File: src/rtl/cnm_pkg.sv
package cnm_pkg;
  localparam int DEF_P  = 2;
  localparam int DEF_DC = 6;
  localparam int DEF_W  = 6;

  function automatic int idx_bits(input int n);
    return (n <= 2) ? 1 : $clog2(n);
  endfunction
endpackage

File: src/rtl/cnm_shift.sv
module cnm_shift #(
  parameter int P  = cnm_pkg::DEF_P,
  parameter int DC = cnm_pkg::DEF_DC,
  parameter int W  = cnm_pkg::DEF_W,
  localparam int Q = 1 << P
) (
  input  logic [DC*Q*W-1:0] llr,
  input  logic [DC*P-1:0]   hard,
  output logic [DC*Q*W-1:0] shifted,
  output logic [P-1:0]      hsum
);
  for (genvar j = 0; j < DC; j++) begin : g_pos
    for (genvar b = 0; b < Q; b++) begin : g_off
      localparam logic [P-1:0] OFF = P'(b);
      logic [P-1:0] src;
      assign src = OFF ^ hard[j*P +: P];
      assign shifted[(j*Q+b)*W +: W] = llr[(j*Q + int'(src))*W +: W];
    end
  end

  always_comb begin
    hsum = '0;
    for (int j = 0; j < DC; j++) hsum = hsum ^ hard[j*P +: P];
  end
endmodule

File: src/rtl/cnm_min2.sv
module cnm_min2 #(
  parameter int DC = cnm_pkg::DEF_DC,
  parameter int W  = cnm_pkg::DEF_W,
  localparam int IW = cnm_pkg::idx_bits(DC)
) (
  input  logic [DC*W-1:0] vals,
  output logic [W-1:0]    m1,
  output logic [W-1:0]    m2,
  output logic [IW-1:0]   idx
);
  always_comb begin
    m1  = '1;
    m2  = '1;
    idx = '0;
    for (int j = 0; j < DC; j++) begin
      if (vals[j*W +: W] < m1) begin
        m2  = m1;
        m1  = vals[j*W +: W];
        idx = IW'(j);
      end else if (vals[j*W +: W] < m2) begin
        m2 = vals[j*W +: W];
      end
    end
  end
endmodule

File: src/rtl/cnm_select.sv
module cnm_select #(
  parameter int P  = cnm_pkg::DEF_P,
  parameter int DC = cnm_pkg::DEF_DC,
  parameter int W  = cnm_pkg::DEF_W,
  localparam int Q  = 1 << P,
  localparam int IW = cnm_pkg::idx_bits(DC)
) (
  input  logic [Q*W-1:0]    m1,
  input  logic [Q*W-1:0]    m2,
  input  logic [Q*IW-1:0]   idx,
  output logic [DC*Q*W-1:0] msg
);
  for (genvar j = 0; j < DC; j++) begin : g_pos
    assign msg[(j*Q)*W +: W] = '0;
    for (genvar b = 1; b < Q; b++) begin : g_off
      assign msg[(j*Q+b)*W +: W] =
        (idx[b*IW +: IW] == IW'(j)) ? m2[b*W +: W] : m1[b*W +: W];
    end
  end
endmodule

File: src/rtl/cn_min_front.sv
module cn_min_front #(
  parameter int P  = cnm_pkg::DEF_P,
  parameter int DC = cnm_pkg::DEF_DC,
  parameter int W  = cnm_pkg::DEF_W,
  localparam int Q  = 1 << P,
  localparam int IW = cnm_pkg::idx_bits(DC),
  localparam int VB = DC*Q*W
) (
  input  logic             clk,
  input  logic             rst,
  input  logic             in_valid,
  output logic             in_ready,
  input  logic [VB-1:0]    in_llr,
  input  logic [DC*P-1:0]  in_hard,
  output logic             out_valid,
  output logic [VB-1:0]    out_msg,
  output logic [DC*P-1:0]  out_hard,
  output logic [P-1:0]     out_sum
);
  logic rdy_q;
  logic accept;
  assign in_ready = rdy_q;
  assign accept   = in_valid && rdy_q;

  always_ff @(posedge clk) rdy_q <= ~rst;

  // Stage 1: reindex and hard-decision sum
  logic [VB-1:0]   sh_c;
  logic [P-1:0]    sum_c;
  logic            v1;
  logic [VB-1:0]   sh1;
  logic [DC*P-1:0] hard1;
  logic [P-1:0]    sum1;

  cnm_shift #(.P(P), .DC(DC), .W(W)) shift_i (
    .llr(in_llr), .hard(in_hard), .shifted(sh_c), .hsum(sum_c)
  );

  always_ff @(posedge clk) begin
    if (rst) begin
      v1 <= 1'b0; sh1 <= '0; hard1 <= '0; sum1 <= '0;
    end else begin
      v1 <= accept;
      if (accept) begin
        sh1 <= sh_c; hard1 <= in_hard; sum1 <= sum_c;
      end
    end
  end

  // Stage 2: per-offset first/second minimum
  logic [Q*W-1:0]  m1_c, m2_c;
  logic [Q*IW-1:0] idx_c;
  logic            v2;
  logic [Q*W-1:0]  m1_2, m2_2;
  logic [Q*IW-1:0] idx2;
  logic [DC*P-1:0] hard2;
  logic [P-1:0]    sum2;

  assign m1_c[0 +: W]   = '0;
  assign m2_c[0 +: W]   = '0;
  assign idx_c[0 +: IW] = '0;

  for (genvar b = 1; b < Q; b++) begin : g_col
    logic [DC*W-1:0] col;
    for (genvar j = 0; j < DC; j++) begin : g_gather
      assign col[j*W +: W] = sh1[(j*Q+b)*W +: W];
    end
    cnm_min2 #(.DC(DC), .W(W)) min_i (
      .vals(col), .m1(m1_c[b*W +: W]), .m2(m2_c[b*W +: W]),
      .idx(idx_c[b*IW +: IW])
    );
  end

  always_ff @(posedge clk) begin
    if (rst) begin
      v2 <= 1'b0; m1_2 <= '0; m2_2 <= '0; idx2 <= '0;
      hard2 <= '0; sum2 <= '0;
    end else begin
      v2 <= v1;
      if (v1) begin
        m1_2 <= m1_c; m2_2 <= m2_c; idx2 <= idx_c;
        hard2 <= hard1; sum2 <= sum1;
      end
    end
  end

  // Stage 3: per-position exclusion vectors
  logic [VB-1:0] msg_c;

  cnm_select #(.P(P), .DC(DC), .W(W)) sel_i (
    .m1(m1_2), .m2(m2_2), .idx(idx2), .msg(msg_c)
  );

  always_ff @(posedge clk) begin
    if (rst) begin
      out_valid <= 1'b0; out_msg <= '0; out_hard <= '0; out_sum <= '0;
    end else begin
      out_valid <= v2;
      if (v2) begin
        out_msg <= msg_c; out_hard <= hard2; out_sum <= sum2;
      end
    end
  end

  // Checks
  logic [P-1:0] chk_sum;
  always_comb begin
    chk_sum = '0;
    for (int j = 0; j < DC; j++) chk_sum = chk_sum ^ out_hard[j*P +: P];
  end

  AST_SUM_MATCHES_HARD: assert property (@(posedge clk) disable iff (rst) out_valid |-> (chk_sum == out_sum));
  AST_ACCEPT_FLOWS: assert property (@(posedge clk) disable iff (rst) accept |=> v1);
  AST_STAGE2_FLOWS: assert property (@(posedge clk) disable iff (rst) v1 |=> v2);
  AST_OUT_FLOWS: assert property (@(posedge clk) disable iff (rst) v2 |=> out_valid);
  AST_NO_SPURIOUS_OUT: assert property (@(posedge clk) disable iff (rst) out_valid |-> $past(v2));

  for (genvar b = 1; b < Q; b++) begin : g_chk
    AST_MIN_ORDER: assert property (@(posedge clk) disable iff (rst) v2 |-> (m1_2[b*W +: W] <= m2_2[b*W +: W]));
    AST_IDX_RANGE: assert property (@(posedge clk) disable iff (rst) v2 |-> (idx2[b*IW +: IW] < IW'(DC)));
    for (genvar j = 0; j < DC; j++) begin : g_bound
      AST_MIN_BOUND: assert property (@(posedge clk) disable iff (rst) v1 |=> (m1_2[b*W +: W] <= $past(sh1[(j*Q+b)*W +: W])));
    end
  end
endmodule

File: config.mk
export PLATFORM = sky130hd
export DESIGN_NAME = cn_min_front
export DESIGN_NICKNAME = d
export VERILOG_FILES = /design/src/rtl/cnm_pkg.sv /design/src/rtl/cnm_shift.sv /design/src/rtl/cnm_min2.sv /design/src/rtl/cnm_select.sv /design/src/rtl/cn_min_front.sv
export SDC_FILE = /design/constraint.sdc
export NUM_CORES = 1
export LEC_CHECK = 0
export BUFFER_PORTS_ARGS = -buffer_cell sky130_fd_sc_hd__buf_2
export CAP_MARGIN = 25
export CORE_ASPECT_RATIO = 1.1
export CORE_MARGIN = 1.5
export CORE_UTILIZATION = 65
export CTS_BUF_LIST = sky130_fd_sc_hd__clkbuf_2 sky130_fd_sc_hd__clkbuf_4 sky130_fd_sc_hd__clkbuf_8
export DETAILED_ROUTE_END_ITERATION = 8
export PLACE_DENSITY = 0.87
export SYNTH_ARGS = -nofsm -noshare
export SYNTH_HDL_FRONTEND = slang
export SYNTH_SLANG_ARGS = --single-unit
File: constraint.sdc
create_clock -name clk -period 22.3 [get_ports clk]
set_input_delay 1.115 -clock clk [delete_from_list [all_inputs] [get_ports clk]]
set_output_delay 1.115 -clock clk [all_outputs]
set_load 0.05 [all_outputs]
==> results of run 1 <==
## final timing paths
check / to / slack (ps) / cells past startpoint
setup / recovery: m2_2[13]$_SDFFE_PP0P_ / 12780 / 35
hold / removal: hard1[3]$_SDFFE_PP0P_ / 450 / 2
setup reg to reg: m2_2[13]$_SDFFE_PP0P_ / 12780 / 35
hold reg to reg: hard1[3]$_SDFFE_PP0P_ / 450 / 2
## critical path: cells and delay by family (launching register included)
family | cells | cell delay (ps)
adders and majority gates | 5 | 1610
and+or+nand+nor | 10 | 1780
DFF | 1 | 350
AOI/OAI and AO/OA | 15 | 4720
muxes | 1 | 380
buffers and inverters | 4 | 590
## where the power goes
part	internal [uW]	total (uW)	leakage (uW)	switching [uW]
logic	571	1450	0.00896	876
clock network	301	531	0.000571	230
registers	580	632	0.00250	52.4
## sequential cells by signal (all words and copies together) (netlist names)
register and count:
out_sum 2, hard2 12, hard1 12, in_ready 1
m2_2 18, v2 1, sh1 108, idx2 9
sum2 2, v1 1, m1_2 18, out_msg 108
sum1 2, out_hard 12, out_valid 1
## synthesized netlist by cell type (24+ instances only)
library cell	count
nor2_1	365
nand3_1	29
and2_1	24
inv_1	78
clkbuf_1	241
mux2i_1	284
o21ai_0	97
buf_1	24
mux4_2	281
nand2b_1	32
dfxtp_1	307
nand2_1	299
buf_4	36
nor3_1	31
a21oi_1	232
mux2_2	29
nor2b_1	30
a211oi_1	204
ha_1	130
a21o_1	38
## cells by family (layout without fill, tap and decap cells)
kind of cell	Yosys count	count (layout)	share of synthesized area, %
buffers and inverters	386	483	5.63
muxes	600	600	33.8
and+or+nand+nor	886	886	13.8
xor gates and xnor gates	14	14	0.433
adders and majority gates	133	133	5.85
DFF	307	307	21.7
AOI/OAI and AO/OA	780	780	18.9
other	1	36	0.0132
## cell usage in the layout (no fill, tap or decap), types with 38 or more instances in the layout
master / instances
o21ai_0: 97
nor2_1: 363
a211oi_1: 204
mux2i_1: 284
mux4_2: 281
a21oi_1: 232
dfxtp_1: 305
nand2_1: 298
clkbuf_8: 55
a21o_1: 38
inv_1: 78
ha_1: 125
buf_2: 289
## stage by stage
step / area, sq um / worst slack, ps
2_1_floorplan: 28500 / 13580
6_report: 30700 / 12780
5_1_grt: 30700 / 12020
3_5_place_dp: 29600 / 13050
4_1_cts: 30700 / 12980
3_3_place_gp: 29500 / 13150
## layer usage
layer  track usage (%)  vias up  share of wire [%]
li1                  -    11932                  -
met3              6.66      267                 11
met1              50.0    12739                 39
met4              11.0        6                3.1
met5                 0        -              0.043
met2              60.6     1745                 47
## final cells by class
type	count	area share, %
Multi-Input combinational cell	2449	67.7
Sequential cell	307	20.0
Timing Repair Buffer	318	5.50
Clock buffer	71	2.86
Tap cell	574	2.34
Inverter	80	0.978
Clock inverter	14	0.636
==> flow_metrics.env, run 1 <==
export IMPL_crit_arrival_ps=10040
export IMPL_finalCriticalPeriod_ps=9520
export IMPL_drt_first_pass_iters=8
export IMPL_antenna_found_initial=4
export IMPL_r2r_start="sh1[17]$_SDFFE_PP0P_"
export IMPL_drc=1
export IMPL_seq_area_frac_synth_pct=21.7
export IMPL_worst_setup_path_startpoint="sh1[17]$_SDFFE_PP0P_"
export IMPL_post_route_util_pct=71.0
export IMPL_cts_sinks=307
export IMPL_cap_violations=0
export IMPL_yosysTopAreaCell="mux4_2"
export IMPL_regArea_sq_um=6150
export IMPL_synth_edff_count=0
export IMPL_ys_seq_elements=307
export IMPL_synth_cells=3107
export IMPL_die_w_um=202
export IMPL_min_from="hard1[3]$_SDFFE_PP0P_"
export IMPL_first_iter_violations=2995
export IMPL_cts_setup_buffers=0
export IMPL_whs_ps=452
export IMPL_grt_pass1_wl_mm=135
export IMPL_ctsHtreeMaxLevel=2
export IMPL_design_portCount=319
export IMPL_syn_area_sq_um=28300
export IMPL_design_power_total_uw=2610
export IMPL_vias=26689
export IMPL_syn_to_final_growth_pct=8.32
export IMPL_cts_inserted_buffers=48
export IMPL_drtAntennaViolNets=0
export IMPL_relSlewSlack_pct=27.8
export IMPL_hold_viol=0
export IMPL_grt_max_degree=123
export IMPL_rsz0062_at_grt="false"
export IMPL_multi_input_area_sq_um=20800
export IMPL_path_class="register to register"
export IMPL_yosysUniqueCellTypes=89
export IMPL_postCtsHoldBufs=0
export IMPL_async_flop_share_pct=0
export IMPL_worstMarginPinSlew_ps=1070
export IMPL_start_util_pct=65.5
export IMPL_ys_flop_type="dfxtp_1"
export IMPL_setup_viol=0
export IMPL_num_fill_cells=3352
export IMPL_cp_data_required_time_ps=22820
export IMPL_finalWirelength_mm=85.2
export IMPL_num_rows=80
export IMPL_crit_path_end_kind="register"
export IMPL_finalClockSkew_ps=51.5
export IMPL_yosysWarningCount=0
export IMPL_final_nets=3493
export IMPL_leakagePower_uw=0.0120
export IMPL_first_global_vias=24869
export IMPL_post_dp_hpwl_mm=62.2
export IMPL_clockBufferDepth=3
export IMPL_synth_area_leaders="mux4_2, dfxtp_1, mux2i_1"
export IMPL_chipHeight_um=222
export IMPL_post_route_cells_drive_above_1_share_pct=23.8
export IMPL_timing_fmax_mhz=105
export IMPL_min_path_type="register to register"
export IMPL_cts_resized=0
export IMPL_die_area_sq_um=44900
export IMPL_post_place_cells=3722
export IMPL_status="finished with violations"
export IMPL_cts_root_buf="clkbuf_8"
export IMPL_track_usage_pct=37.0
export IMPL_synth_top_area_share_pct=22.3
export IMPL_cp_max_fo=24
export IMPL_start_kind="register"
export IMPL_powerDensity_nw_per_um2=85.0
export IMPL_place_gp_congestion=0.999
export IMPL_grt_ovfl_total=0
export IMPL_via_per_inst=7.00
export IMPL_violations="design-rule violations"
export IMPL_slowest_stage="o31a_1"
export IMPL_path_clk_slew_ps=60
export IMPL_period_share_pct=42.7
export IMPL_tritoncts="yes"
export IMPL_layout_cells_non_filler=3813
export IMPL_cp_common_cell="ha_1"
export IMPL_peakVddDrop_mv=0.0526
export IMPL_syn_avg_cell_area_sq_um=9.12
export IMPL_setup_tns_ps=0
export IMPL_antennaDiodeCount=0
export IMPL_routedWlPerCell_um=22.3
export IMPL_cpPeakStageDelay_ps=610
export IMPL_port_buffers=282
export IMPL_slew_viol_final=0
export IMPL_clk_latency_ps=630
export IMPL_core_area_sq_um=43200
(Power assumes the default switching activity.)
==> inputs of run 2 (changes only) <==
- CORE_UTILIZATION: 65 -> 56
- PLACE_DENSITY: 0.87 -> 0.8
- clock period: 22.3 -> 7.6 ns (I/O delays scaled with it)
==> flow_metrics.env, run 2 (same netlist as run 1, synthesis figures left out) <==
export IMPL_postCtsHoldBufs=0
export IMPL_timing_fmax_mhz=123
export IMPL_r2r_cells=37
export IMPL_grt_use_met3_pct=5.29
export IMPL_layout_commonest_cell="nor2_1"
export IMPL_crit_arrival_ps=8610
export IMPL_cap_violations=0
export IMPL_clk_latency_ps=640
export IMPL_finalCriticalPeriod_ps=8100
export IMPL_antenna_found_initial=4
export IMPL_die_area_sq_um=52000
export IMPL_via_per_inst=6.64
export IMPL_slew_viol_final=0
export IMPL_num_fill_cells=3836
export IMPL_post_dp_hpwl_mm=65.8
export IMPL_routedWlPerCell_um=22.0
export IMPL_cp_data_required_time_ps=8110
export IMPL_powerDensity_nw_per_um2=287
export IMPL_core_area_sq_um=50000
export IMPL_die_w_um=218
export IMPL_largest_registers="out_msg x108, sh1 x108"
export IMPL_final_cell_mix="nor2_1, buf_4, dfxtp_1"
export IMPL_cp_max_fo=6
export IMPL_start_kind="register"
export IMPL_syn_to_final_growth_pct=23.1
export IMPL_design_portCount=319
export IMPL_met2_usage_pct=55.7
export IMPL_cts_sinks=307
export IMPL_drt_first_pass_iters=7
export IMPL_leakagePower_uw=0.0139
export IMPL_stdcell_area_sq_um=34900
export IMPL_cpPeakStageDelay_ps=420
export IMPL_grt_ovfl_total=0
export IMPL_crit_path_end_kind="register"
export IMPL_chipHeight_um=239
export IMPL_period_share_pct=107
export IMPL_cp_top_family="compound AO/OA/AOI/OAI gates"
export IMPL_vias=28127
export IMPL_slowest_stage="or3_4"
export IMPL_finalWirelength_mm=92.9
export IMPL_design_power_total_uw=10000
export IMPL_setup_viol=24
export IMPL_relSlewSlack_pct=33.8
export IMPL_first_iter_violations=3004
export IMPL_use_met1_pct=45.0
export IMPL_setup_tns_ps=-4540
export IMPL_worst_path_stages=37
export IMPL_path_class="register to register"
export IMPL_status="finished with violations"
export IMPL_busiest_layer="met2"
export IMPL_finalClockSkew_ps=65.9
export IMPL_whs_ps=95.3
export IMPL_drtAntennaViolNets=0
export IMPL_hold_viol=0
export IMPL_rsz0062_at_grt="true"
export IMPL_post_route_util_pct=69.7
export IMPL_tritoncts="yes"
export IMPL_path_clk_slew_ps=70
export IMPL_layout_setup_ws_ps=-503
export IMPL_cts_inserted_buffers=49
export IMPL_critPathBufInv=5
export IMPL_min_path_type="input port to register"
export IMPL_track_usage_pct=34.0
export IMPL_grt_max_degree=133
export IMPL_place_area_sq_um=31600
export IMPL_peakVddDrop_mv=0.249
export IMPL_drc=2
export IMPL_grt_pass1_wl_mm=144
export IMPL_hold_path_depth=3
export IMPL_final_nets=3818
export IMPL_ctsHtreeMaxLevel=2
export IMPL_violations="design-rule violations, negative setup slack"
export IMPL_clockBufferDepth=3
export IMPL_port_buffers=282
export IMPL_worstMarginPinSlew_ps=993
export IMPL_first_global_vias=26822
export IMPL_place_gp_congestion=0.956
export IMPL_post_route_cells_drive_above_1_share_pct=37.1
export IMPL_start_util_pct=56.6
export IMPL_num_rows=86
export IMPL_cts_root_buf="clkbuf_8"
-- run 2: cell count changes in the layout (fill, tap and decap cells not counted), moves of 17 or more --
cell     before  now
a21oi_2       0   31
buf_4        24  326
nor2_1      363  346
a21oi_1     232  195
buf_6         1   18
ha_4          0   22
o21ai_1       1   22
ha_1        125   94
o21ai_0      97   63
-- run 2: cell type report --
| type | count | area, sq um | share of cell area [%] |
|---|---|---|---|
| Tap cell | 660 | 826 | 2.37 |
| Antenna cell | 3 | 7.51 | 0.0215 |
| Sequential cell | 307 | 6170 | 17.7 |
| Multi-Input combinational cell | 2451 | 22200 | 63.6 |
| Clock inverter | 21 | 214 | 0.613 |
| Inverter | 80 | 303 | 0.868 |
| Clock buffer | 71 | 921 | 2.64 |
| Timing Repair Buffer | 640 | 4240 | 12.2 |
-- run 2: repair_timing --
action / 4_1_cts / 5_1_grt
endpoints found under the setup margin: 42 / 45
gates cloned: 3 / 2
buffers inserted: 43 / 59
pin swaps: 67 / 131
gates resized for setup: 106 / 180
-- run 2: worst paths after layout --
check / startpoint / endpoint / slack [ps]
max: sh1[7]$_SDFFE_PP0P_ / m2_2[7]$_SDFFE_PP0P_ / -500
min: in_hard[9] / hard1[9]$_SDFFE_PP0P_ / 100
max reg2reg: sh1[7]$_SDFFE_PP0P_ / m2_2[7]$_SDFFE_PP0P_ / -500
min reg2reg: hard1[1]$_SDFFE_PP0P_ / hard1[1]$_SDFFE_PP0P_ / 460
-- run 2: per-stage QoR --
stage	std cells	worst slack (ps)
finish	4233	-503
CTS	4163	-253
global route	4233	-728
detailed placement	4026	-622
global placement	4020	-295
floorplan	3142	-340
-- run 2: worst min-delay path, cell delays in order --
cell and delay (ps):
buf_2 170, nand2_1 80, a21oi_1 50
-- run 2: power by group --
| part | switching, uW | total, uW | internal (uW) |
|---|---|---|---|
| combinational | 3350 | 6540 | 3190 |
| clock | 708 | 1600 | 896 |
| sequential | 155 | 1860 | 1700 |
-- run 2: metal layers --
layer / vias to the layer above / routed length [um]
li1: 12584 / -
met1: 13568 / 36500
met5: - / 13
met3: 300 / 8890
met2: 1673 / 44100
met4: 2 / 3440
